`config.mk`:
```
export PLATFORM = sky130hd
export DESIGN_NAME = line_wbuf
export DESIGN_NICKNAME = d
export VERILOG_FILES = /design/src/rtl/line_wbuf_pkg.sv /design/src/rtl/line_wbuf_store.sv /design/src/rtl/line_wbuf_match.sv /design/src/rtl/line_wbuf_ctrl.sv /design/src/rtl/line_wbuf.sv
export SDC_FILE = /design/constraint.sdc
export NUM_CORES = 2
export LEC_CHECK = 0
export ABC_AREA = 1
export BUFFER_PORTS_ARGS = -buffer_cell sky130_fd_sc_hd__clkbuf_2
export CAP_MARGIN = 20
export CORE_AREA = 4 4 432 434
export CTS_BUF_LIST = sky130_fd_sc_hd__clkbuf_4 sky130_fd_sc_hd__clkbuf_8
export CTS_CLUSTER_DIAMETER = 200
export DETAILED_ROUTE_END_ITERATION = 6
export DIE_AREA = 0 0 436 438
export PLACE_DENSITY_LB_ADDON = 0.2
export SLEW_MARGIN = 20
export SYNTH_ARGS = -nofsm -noshare
export SYNTH_HDL_FRONTEND = slang
export SYNTH_SLANG_ARGS = --single-unit
```
`constraint.sdc`:
```
create_clock -name clk -period 42.2 [get_ports clk]
set_clock_uncertainty 0.1 [all_clocks]
set_input_delay 8.44 -clock clk [delete_from_list [all_inputs] [get_ports clk]]
set_output_delay 8.44 -clock clk [all_outputs]
set_load 0.01 [all_outputs]
```
`src/rtl/line_wbuf_pkg.sv`:
```
package line_wbuf_pkg;
  typedef enum logic [1:0] {
    PS_IDLE    = 2'd0,
    PS_RD_REQ  = 2'd1,
    PS_RD_WAIT = 2'd2,
    PS_WR_REQ  = 2'd3
  } port_state_e;
endpackage

```
`src/rtl/line_wbuf_store.sv`:
```
module line_wbuf_store #(
  parameter int DEPTH  = 4,
  parameter int ADDR_W = 26,
  parameter int LINE_W = 256,
  localparam int PTR_W = $clog2(DEPTH)
) (
  input  logic                          clk,
  input  logic                          rst,
  input  logic                          enq_valid,
  input  logic [ADDR_W-1:0]             enq_addr,
  input  logic [LINE_W-1:0]             enq_data,
  input  logic                          pop,
  input  logic [PTR_W-1:0]              sel_idx,
  output logic                          full,
  output logic [DEPTH-1:0]              valid_vec,
  output logic [PTR_W-1:0]              head,
  output logic [DEPTH-1:0][ADDR_W-1:0]  addr_vec,
  output logic [ADDR_W-1:0]             head_addr,
  output logic [LINE_W-1:0]             head_data,
  output logic [LINE_W-1:0]             sel_data
);
  localparam int CNT_W = $clog2(DEPTH + 1);

  logic [LINE_W-1:0] line_ram [DEPTH];
  logic [PTR_W-1:0]  tail;
  logic [CNT_W-1:0]  cnt, cnt_nx;
  logic              push;

  assign push   = enq_valid && !full;
  assign cnt_nx = cnt + CNT_W'(push) - CNT_W'(pop);

  // payload and tag storage: no reset, written at the tail slot
  always_ff @(posedge clk) begin
    if (push) begin
      line_ram[tail] <= enq_data;
      addr_vec[tail] <= enq_addr;
    end
  end

  always_ff @(posedge clk) begin
    if (rst) begin
      head      <= '0;
      tail      <= '0;
      cnt       <= '0;
      full      <= 1'b0;
      valid_vec <= '0;
    end else begin
      if (pop) begin
        head            <= head + 1'b1;
        valid_vec[head] <= 1'b0;
      end
      if (push) begin
        tail            <= tail + 1'b1;
        valid_vec[tail] <= 1'b1;
      end
      cnt  <= cnt_nx;
      full <= (cnt_nx == CNT_W'(DEPTH));
    end
  end

  assign head_addr = addr_vec[head];
  assign head_data = line_ram[head];
  assign sel_data  = line_ram[sel_idx];
endmodule

```
`src/rtl/line_wbuf_match.sv`:
```
module line_wbuf_match #(
  parameter int DEPTH  = 4,
  parameter int ADDR_W = 26,
  localparam int PTR_W = $clog2(DEPTH)
) (
  input  logic [ADDR_W-1:0]             look_addr,
  input  logic [DEPTH-1:0]              valid_vec,
  input  logic [PTR_W-1:0]              head,
  input  logic [DEPTH-1:0][ADDR_W-1:0]  addr_vec,
  output logic                          hit,
  output logic [PTR_W-1:0]              hit_idx
);
  logic [DEPTH-1:0] eq;
  logic [PTR_W-1:0] slot;

  for (genvar g = 0; g < DEPTH; g++) begin : g_cmp
    assign eq[g] = valid_vec[g] && (addr_vec[g] == look_addr);
  end

  // walk from oldest to newest; the last match seen is the youngest copy
  always_comb begin
    hit     = 1'b0;
    hit_idx = '0;
    slot    = '0;
    for (int i = 0; i < DEPTH; i++) begin
      slot = head + PTR_W'(i);
      if (eq[slot]) begin
        hit     = 1'b1;
        hit_idx = slot;
      end
    end
  end
endmodule

```
`src/rtl/line_wbuf_ctrl.sv`:
```
module line_wbuf_ctrl
  import line_wbuf_pkg::*;
#(
  parameter int ADDR_W = 26,
  parameter int LINE_W = 256
) (
  input  logic              clk,
  input  logic              rst,
  input  logic              rd_req_valid,
  input  logic [ADDR_W-1:0] rd_req_addr,
  output logic              rd_req_ready,
  output logic [ADDR_W-1:0] look_addr,
  input  logic              hit,
  input  logic [LINE_W-1:0] hit_data,
  input  logic              has_entry,
  input  logic [ADDR_W-1:0] head_addr,
  input  logic [LINE_W-1:0] head_data,
  output logic              pop,
  output logic              rd_resp_valid,
  output logic              rd_resp_fwd,
  output logic [LINE_W-1:0] rd_resp_data,
  output logic              mem_valid,
  output logic              mem_write,
  output logic [ADDR_W-1:0] mem_addr,
  output logic [LINE_W-1:0] mem_wdata,
  input  logic              mem_ready,
  input  logic              mem_rvalid,
  input  logic [LINE_W-1:0] mem_rdata
);
  port_state_e state;
  logic        rd_busy;

  assign rd_req_ready = !rd_busy;
  assign pop          = (state == PS_WR_REQ) && mem_ready;

  always_ff @(posedge clk) begin
    if (rst) begin
      state         <= PS_IDLE;
      rd_busy       <= 1'b0;
      look_addr     <= '0;
      mem_valid     <= 1'b0;
      mem_write     <= 1'b0;
      mem_addr      <= '0;
      rd_resp_valid <= 1'b0;
      rd_resp_fwd   <= 1'b0;
    end else begin
      rd_resp_valid <= 1'b0;
      if (rd_req_valid && !rd_busy) begin
        rd_busy   <= 1'b1;
        look_addr <= rd_req_addr;
      end
      unique case (state)
        PS_IDLE: begin
          if (rd_busy) begin
            if (hit) begin
              rd_resp_valid <= 1'b1;
              rd_resp_fwd   <= 1'b1;
              rd_resp_data  <= hit_data;
              rd_busy       <= 1'b0;
            end else begin
              mem_valid <= 1'b1;
              mem_write <= 1'b0;
              mem_addr  <= look_addr;
              state     <= PS_RD_REQ;
            end
          end else if (has_entry) begin
            mem_valid <= 1'b1;
            mem_write <= 1'b1;
            mem_addr  <= head_addr;
            mem_wdata <= head_data;
            state     <= PS_WR_REQ;
          end
        end
        PS_RD_REQ: if (mem_ready) begin
          mem_valid <= 1'b0;
          state     <= PS_RD_WAIT;
        end
        PS_RD_WAIT: if (mem_rvalid) begin
          rd_resp_valid <= 1'b1;
          rd_resp_fwd   <= 1'b0;
          rd_resp_data  <= mem_rdata;
          rd_busy       <= 1'b0;
          state         <= PS_IDLE;
        end
        PS_WR_REQ: if (mem_ready) begin
          mem_valid <= 1'b0;
          state     <= PS_IDLE;
        end
        default: state <= PS_IDLE;
      endcase
    end
  end
endmodule

```
`src/rtl/line_wbuf.sv`:
```
module line_wbuf #(
  parameter int DEPTH  = 4,
  parameter int ADDR_W = 26,
  parameter int LINE_W = 256
) (
  input  logic              clk,
  input  logic              rst,
  input  logic              enq_valid,
  input  logic [ADDR_W-1:0] enq_addr,
  input  logic [LINE_W-1:0] enq_data,
  output logic              enq_stall,
  input  logic              rd_req_valid,
  input  logic [ADDR_W-1:0] rd_req_addr,
  output logic              rd_req_ready,
  output logic              rd_resp_valid,
  output logic              rd_resp_fwd,
  output logic [LINE_W-1:0] rd_resp_data,
  output logic              mem_valid,
  output logic              mem_write,
  output logic [ADDR_W-1:0] mem_addr,
  output logic [LINE_W-1:0] mem_wdata,
  input  logic              mem_ready,
  input  logic              mem_rvalid,
  input  logic [LINE_W-1:0] mem_rdata
);
  localparam int PTR_W = $clog2(DEPTH);

  logic [DEPTH-1:0]             valid_vec;
  logic [PTR_W-1:0]             head, hit_idx;
  logic [DEPTH-1:0][ADDR_W-1:0] addr_vec;
  logic [ADDR_W-1:0]            head_addr, look_addr;
  logic [LINE_W-1:0]            head_data, hit_data;
  logic                         pop, hit;

  line_wbuf_store #(.DEPTH(DEPTH), .ADDR_W(ADDR_W), .LINE_W(LINE_W)) u_store (
    .clk(clk), .rst(rst),
    .enq_valid(enq_valid), .enq_addr(enq_addr), .enq_data(enq_data),
    .pop(pop), .sel_idx(hit_idx),
    .full(enq_stall), .valid_vec(valid_vec), .head(head), .addr_vec(addr_vec),
    .head_addr(head_addr), .head_data(head_data), .sel_data(hit_data)
  );

  line_wbuf_match #(.DEPTH(DEPTH), .ADDR_W(ADDR_W)) u_match (
    .look_addr(look_addr), .valid_vec(valid_vec), .head(head),
    .addr_vec(addr_vec), .hit(hit), .hit_idx(hit_idx)
  );

  line_wbuf_ctrl #(.ADDR_W(ADDR_W), .LINE_W(LINE_W)) u_ctrl (
    .clk(clk), .rst(rst),
    .rd_req_valid(rd_req_valid), .rd_req_addr(rd_req_addr), .rd_req_ready(rd_req_ready),
    .look_addr(look_addr), .hit(hit), .hit_data(hit_data),
    .has_entry(|valid_vec), .head_addr(head_addr), .head_data(head_data),
    .pop(pop),
    .rd_resp_valid(rd_resp_valid), .rd_resp_fwd(rd_resp_fwd), .rd_resp_data(rd_resp_data),
    .mem_valid(mem_valid), .mem_write(mem_write), .mem_addr(mem_addr), .mem_wdata(mem_wdata),
    .mem_ready(mem_ready), .mem_rvalid(mem_rvalid), .mem_rdata(mem_rdata)
  );
endmodule

```
# ---- Word-level counts from Yosys, hierarchy flattened
# Memory sizes are Yosys's and may differ from the RTL's. A register that Yosys moved wholly into a read port is not among the register bits.
# Cells that the tools add are included.
dict set report word_totals {
  ff_bits 431
  ram_bits 1024
  input_bits 570
  out_inout_bits 544
  elab_cells 141
  memories 1
}
dict set report op_classes {
  n_addsub 6
  order_cmp 7
  eq_ne 17
  muxes 64
  bitwise_logic 5
  n_reduce_logical 23
}
# name words width rd rd_ports_with_merged_regs write_ports line
set mem_list {}
lappend mem_list {u_store.line_ram 4 256 2 1 1 line_wbuf_store.sv:24} ;# logic [LINE_W-1:0] line_ram [DEPTH];
# op count
set ops {}
lappend ops {{2-to-1 mux 256 bit} 3}
lappend ops {{one-hot mux 256 bit (2 select lines)} 1}
lappend ops {{2-to-1 mux 26 bit} 5}
lappend ops {{bitwise mux 104 bit} 1}
lappend ops {{equality test 26 bit} 4}
lappend ops {{binary-select mux 26 bit (select 2 bit)} 1}
lappend ops {{demux 26 bit (select 2 bit)} 1}
lappend ops {{2-to-1 mux 1 bit} 28}
lappend ops {{2-to-1 mux 2 bit} 10}
lappend ops {{< comparator 2 x 3 -> 1 bit (second input constant)} 5}
lappend ops {{2-to-1 mux 4 bit} 3}
lappend ops {{AND reduction 4 bit} 3}
lappend ops {{inequality test 2 bit (second input constant)} 5}
lappend ops {{AND reduction 5 bit} 2}
lappend ops {{logical AND 1 bit} 9}
lappend ops {{binary-select mux 1 bit (select 2 bit)} 4}
lappend ops {{one-hot mux 1 bit (2 select lines)} 4}
lappend ops {{one-hot mux 2 bit (4 select lines)} 1}
lappend ops {{nonzero test 2 bit} 3}
lappend ops {{adder 2 x 1 -> 2 bit (second input constant)} 2}
lappend ops {{adder 2 bit (second input constant)} 2}
lappend ops {{AND 4 bit} 1}
lappend ops {{demux 1 bit (select 2 bit)} 2}
lappend ops {{equality test 2 bit (second input constant)} 2}
lappend ops {{16 further kinds} 20}

# ---- Depth between registers and ports, before layout
# An unclocked memory read counts as a cell.
dict set report depth {
  word_depth 12
  depth_mapped 25
}

# ---- Hierarchy
# A second synthesis with hierarchy kept.
dict set report hier_totals {
  hier_cells 6764
  area_unflattened_um2 73239.0
}
# module n_inst cells_each area_each_um2
set by_module_without_submodules {}
lappend by_module_without_submodules {line_wbuf_store 1 4512 49952.9}
lappend by_module_without_submodules {line_wbuf_ctrl 1 1753 21152.8}
lappend by_module_without_submodules {line_wbuf_match 1 496 2122.0}
lappend by_module_without_submodules {line_wbuf 1 3 11.3}

# ---- Worst setup path after synthesis
# OpenSTA, ideal clock, no wires.
dict set report synth_timing {
  path_type {input -> register}
  start {in rst}
  end {reg u_ctrl.mem_wdata[0] (read register of u_store.line_ram), enable pin}
  arrival_ns 33.113
  required_ns 40.572
  setup_slack_ns 7.458
  cell_stages 1
  path_buffers 0
  path_cell_list {nor4_1}
}
dict set report synth_between {
  elab_chain_len 2
}
# element line
set synth_rtl {}
lappend synth_rtl {{from (decl)} line_wbuf.sv:7} ;# input logic rst,
lappend synth_rtl {{NOT 1 bit (no source line)} n/a}
lappend synth_rtl {{AND reduction 4 bit (no source line)} n/a}
lappend synth_rtl {{to (decl)} line_wbuf_ctrl.sv:25} ;# output logic [LINE_W-1:0] mem_wdata,
# Every way passes these cells.
# A chain may end at the register's enable or synchronous reset.

# ---- Worst setup path in the final report
dict set report layout_timing {
  start {in enq_valid}
  end {mem u_store.line_ram[3][7], enable pin}
}
dict set report layout_between {
  elab_chain_len 3
}
# element line
set layout_rtl {}
lappend layout_rtl {{from (decl)} line_wbuf.sv:8} ;# input logic enq_valid,
lappend layout_rtl {{logical AND 1 bit} line_wbuf_store.sv:29} ;# assign push = enq_valid && !full;
lappend layout_rtl {{net u_store.push} line_wbuf_store.sv:27} ;# logic push;
lappend layout_rtl {{2-to-1 mux 1 bit} line_wbuf_store.sv:34} ;# if (push) begin
lappend layout_rtl {{2-to-1 mux 1 bit (not written as such)} line_wbuf_store.sv:35} ;# line_ram[tail] <= enq_data;
lappend layout_rtl {{to (decl)} line_wbuf_store.sv:24}
# The timed path passes the listed nets, and every way through them passes these cells.

==> flow_summary.ini <==
[critical_path]
worst-r2r-setup-slack_ps = 34180
cpMostUsedCell = buf_4
worstSetupPathType = input port to flip-flop
cp_num_buf_inv = 6
start_kind = input port
slowest_delay_ps = 850
path_cells = clkbuf_2, inv_1, nor2_1, nand2_1, inv_8, buf_4, buf_4, buf_4
worstPathMaxFanout = 87
cp.arrival_ps = 12380
critPathRequiredTime_ps = 42710
cp_slowest_cell = buf_4
end_kind = flip-flop
critical-path-top-delay-family = buffers and inverters

[layout]
layout_common_cells = 2,258 x nand2_1, 1,640 x edfxtp_1, 1,191 x inv_1
mostFrequentLayoutCell = nand2_1
drive_above_1_share = 0.178
syn_to_final_growth_pct = 16.2
fillers = 16700
fin_nets = 9788

[clocking]
clk_pin_slew_worst_paths_ps = 60
cts-root-buf = clkbuf_8
cts_inserted_buffers = 310
cts-resized-gates = 0
htreeDepth = 5
clock_path_buffers = 4
cts.sinks = 1711
hold_buffers = 0
post_cts_buffers = 0
cts_tree = yes
clock_latency_ps = 1040

[global_route]
grt-ovfl-total = 0
antenna_found_initial = 73
grt_first_pass_wirelength_mm = 388
grt_max_degree = 206
grt_pass1_vias = 60500
grt_use_total = 0.269

[timing]
layout_worst_path_cycle_share = 0.281
fmax_mhz = 84.3
tns_ps = 0
rsz0062_at_grt = no
fin_crit_ps = 11870
final_max_slew_viol_count = 0
hold_viol = 0
setup_ws_ps = 30330
worst_pin_slew_ps = 1250
setup_violations = 0
slew-limit-headroom = 0.167

[placement]
post-place-ws_ps = 29260
hpwl_mm = 168
portBuffers = 1113
gp_congestion = 0.944

[power]
vdd_ir_drop_max_uv = 73.7
sw_frac_of_total = 0.323
p_switching_uw = 1540
p_seq_frac = 0.467
leakagePower_uw = 0.0414
comb_power_share = 0.223
power_density_mw_per_mm2 = 52.2
clkPwrFrac = 0.310
p_int_uw = 3240

[die]
die_h_um = 438
dieArea_mm2 = 0.191
num_io_pins = 1114
start_util = 0.432
num_rows = 157
die_x_um = 436
placeableCoreArea_mm2 = 0.183

[synth]
synth-seq-cells = 1711
synth_area_per_cell_um2 = 9.60
synthCells = 8215
yosys_warnings = 0
synth_nets = 8796
ys_seq_area_frac = 0.643
yosys.cell_types.count = 35
syn_area_mm2 = 0.0789

[routing]
drt-pass1-iter-count = 7
drc = 2
vias = 63300
routedWlPerCell_um = 22.6
drt-initial-drc-count = 6892
routed_wl_mm = 268
drtAntennaViolNets = 0
routed_via_density = 5.35

[outcome]
outcome = complete, but fails checks
violations = design-rule violations

[run]
cap_violations = 0

[min_path]
hold_class = flip-flop to flip-flop
metal layers:
layer | global-route usage | wire (um) | vias up
met5 | 0 | 262 | -
met4 | 0.143 | 12600 | 38
met3 | 0.0547 | 21800 | 558
met2 | 0.429 | 127000 | 2939
met1 | 0.346 | 106000 | 30500
li1 | - | - | 29300
cell families after synthesis:
kind of cell               synth area share
AOI/OAI and AO/OA                    0.0789
buffers and inverters                0.0882
and+or+nand+nor                       0.185
DFF                                   0.643
xor gates and xnor gates            0.00367
adders and majority gates           0.00184
final cells by class:
type	instances	area [um^2]	area share
clock buffer	402	5030	0.0549
multi-input combinational	4771	21300	0.232
sequential	1711	50700	0.553
antenna	49	123	0.00134
clock inverter	115	618	0.00675
tap	2385	2980	0.0326
inverter	1230	4680	0.0511
timing repair buffer	1183	6220	0.0679
through the flow:
step	total power [uW]	cell area [um^2]	hold WS, ps	utilization	instances
after global routing	5010	91600	402	0.501	11800
after CTS	4810	91500	373	0.501	11800
after detailed placement	3330	85900	363	0.470	11300
after floorplan	2940	78900	352	-	8215
final	4780	91600	369	0.502	11800
after global placement	3310	85900	351	0.470	11300
registers in the layout, indices dropped and copies added (netlist names):
name and cells:
u_ctrl.look_addr 26, u_ctrl.mem_addr 26, u_ctrl.mem_valid 1, u_ctrl.mem_wdata 256, u_ctrl.mem_write 1, u_ctrl.rd_busy 1, u_ctrl.rd_resp_data 256, u_ctrl.rd_resp_fwd 1
u_ctrl.rd_resp_valid 1, u_ctrl.state 2, u_store.addr_vec 104, u_store.cnt 3, u_store.full 1, u_store.head 2, u_store.line_ram 1024, u_store.tail 2
u_store.valid_vec 4
tightest hold or removal path, delay by kind of cell, from the launching register on:
| family | cells | cell delay [ps] |
|---|---|---|
| DFF | 1 | 310 |
| and+or+nand+nor | 1 | 60 |
| AOI/OAI and AO/OA | 1 | 60 |
path summary, 6_finish.rpt:
check | startpoint | cells after the start | to
max | enq_valid | 8 | u_store.line_ram[3][7]
min | u_ctrl.rd_resp_fwd | 2 | u_ctrl.rd_resp_fwd
max reg2reg | u_store.head[0] | 18 | u_ctrl.rd_resp_data[218]
min reg2reg | u_ctrl.rd_resp_fwd | 2 | u_ctrl.rd_resp_fwd
power by group through the flow:
stage | Combinational, uW | Sequential (uW) | Clock, uW
floorplan | 596 | 2350 | 0
global placement | 1050 | 2260 | 0
detailed placement | 1070 | 2260 | 0
CTS | 1070 | 2230 | 1510
global route | 1180 | 2250 | 1590
finish | 1070 | 2230 | 1480
cells in the mapped netlist:
cell type	count	area (um^2)
buf_2	179	896
o21ai_0	342	1710
inv_2	30	113
ha_1	10	125
nor4_1	2	12.5
buf_4	32	240
xor2_1	2	17.5
edfxtp_1	1640	49200
nand2_1	2259	8480
xnor2_1	31	272
nand2_4	1	11.3
nand3b_1	1	7.51
nand4_1	22	138
nand2_2	4	25.0
clkbuf_1	261	980
and3_1	1	6.26
buf_1	17	63.8
nand3_1	1062	5320
a211oi_1	19	143
and2_1	4	25.0
a21boi_1	1	7.51
buf_6	14	158
nand3_4	1	17.5
o21a_1	1	7.51
o2111ai_2	1	15.0
clkinv_1	2	7.51
o22ai_1	2	12.5
o31ai_1	3	22.5
dfxtp_1	71	1420
a21oi_1	856	4280
nor3_1	4	20.0
nor2_1	139	522
fa_1	1	20.0
o211ai_1	2	15.0
inv_1	1198	4500
(Power assumes the default switching activity.)
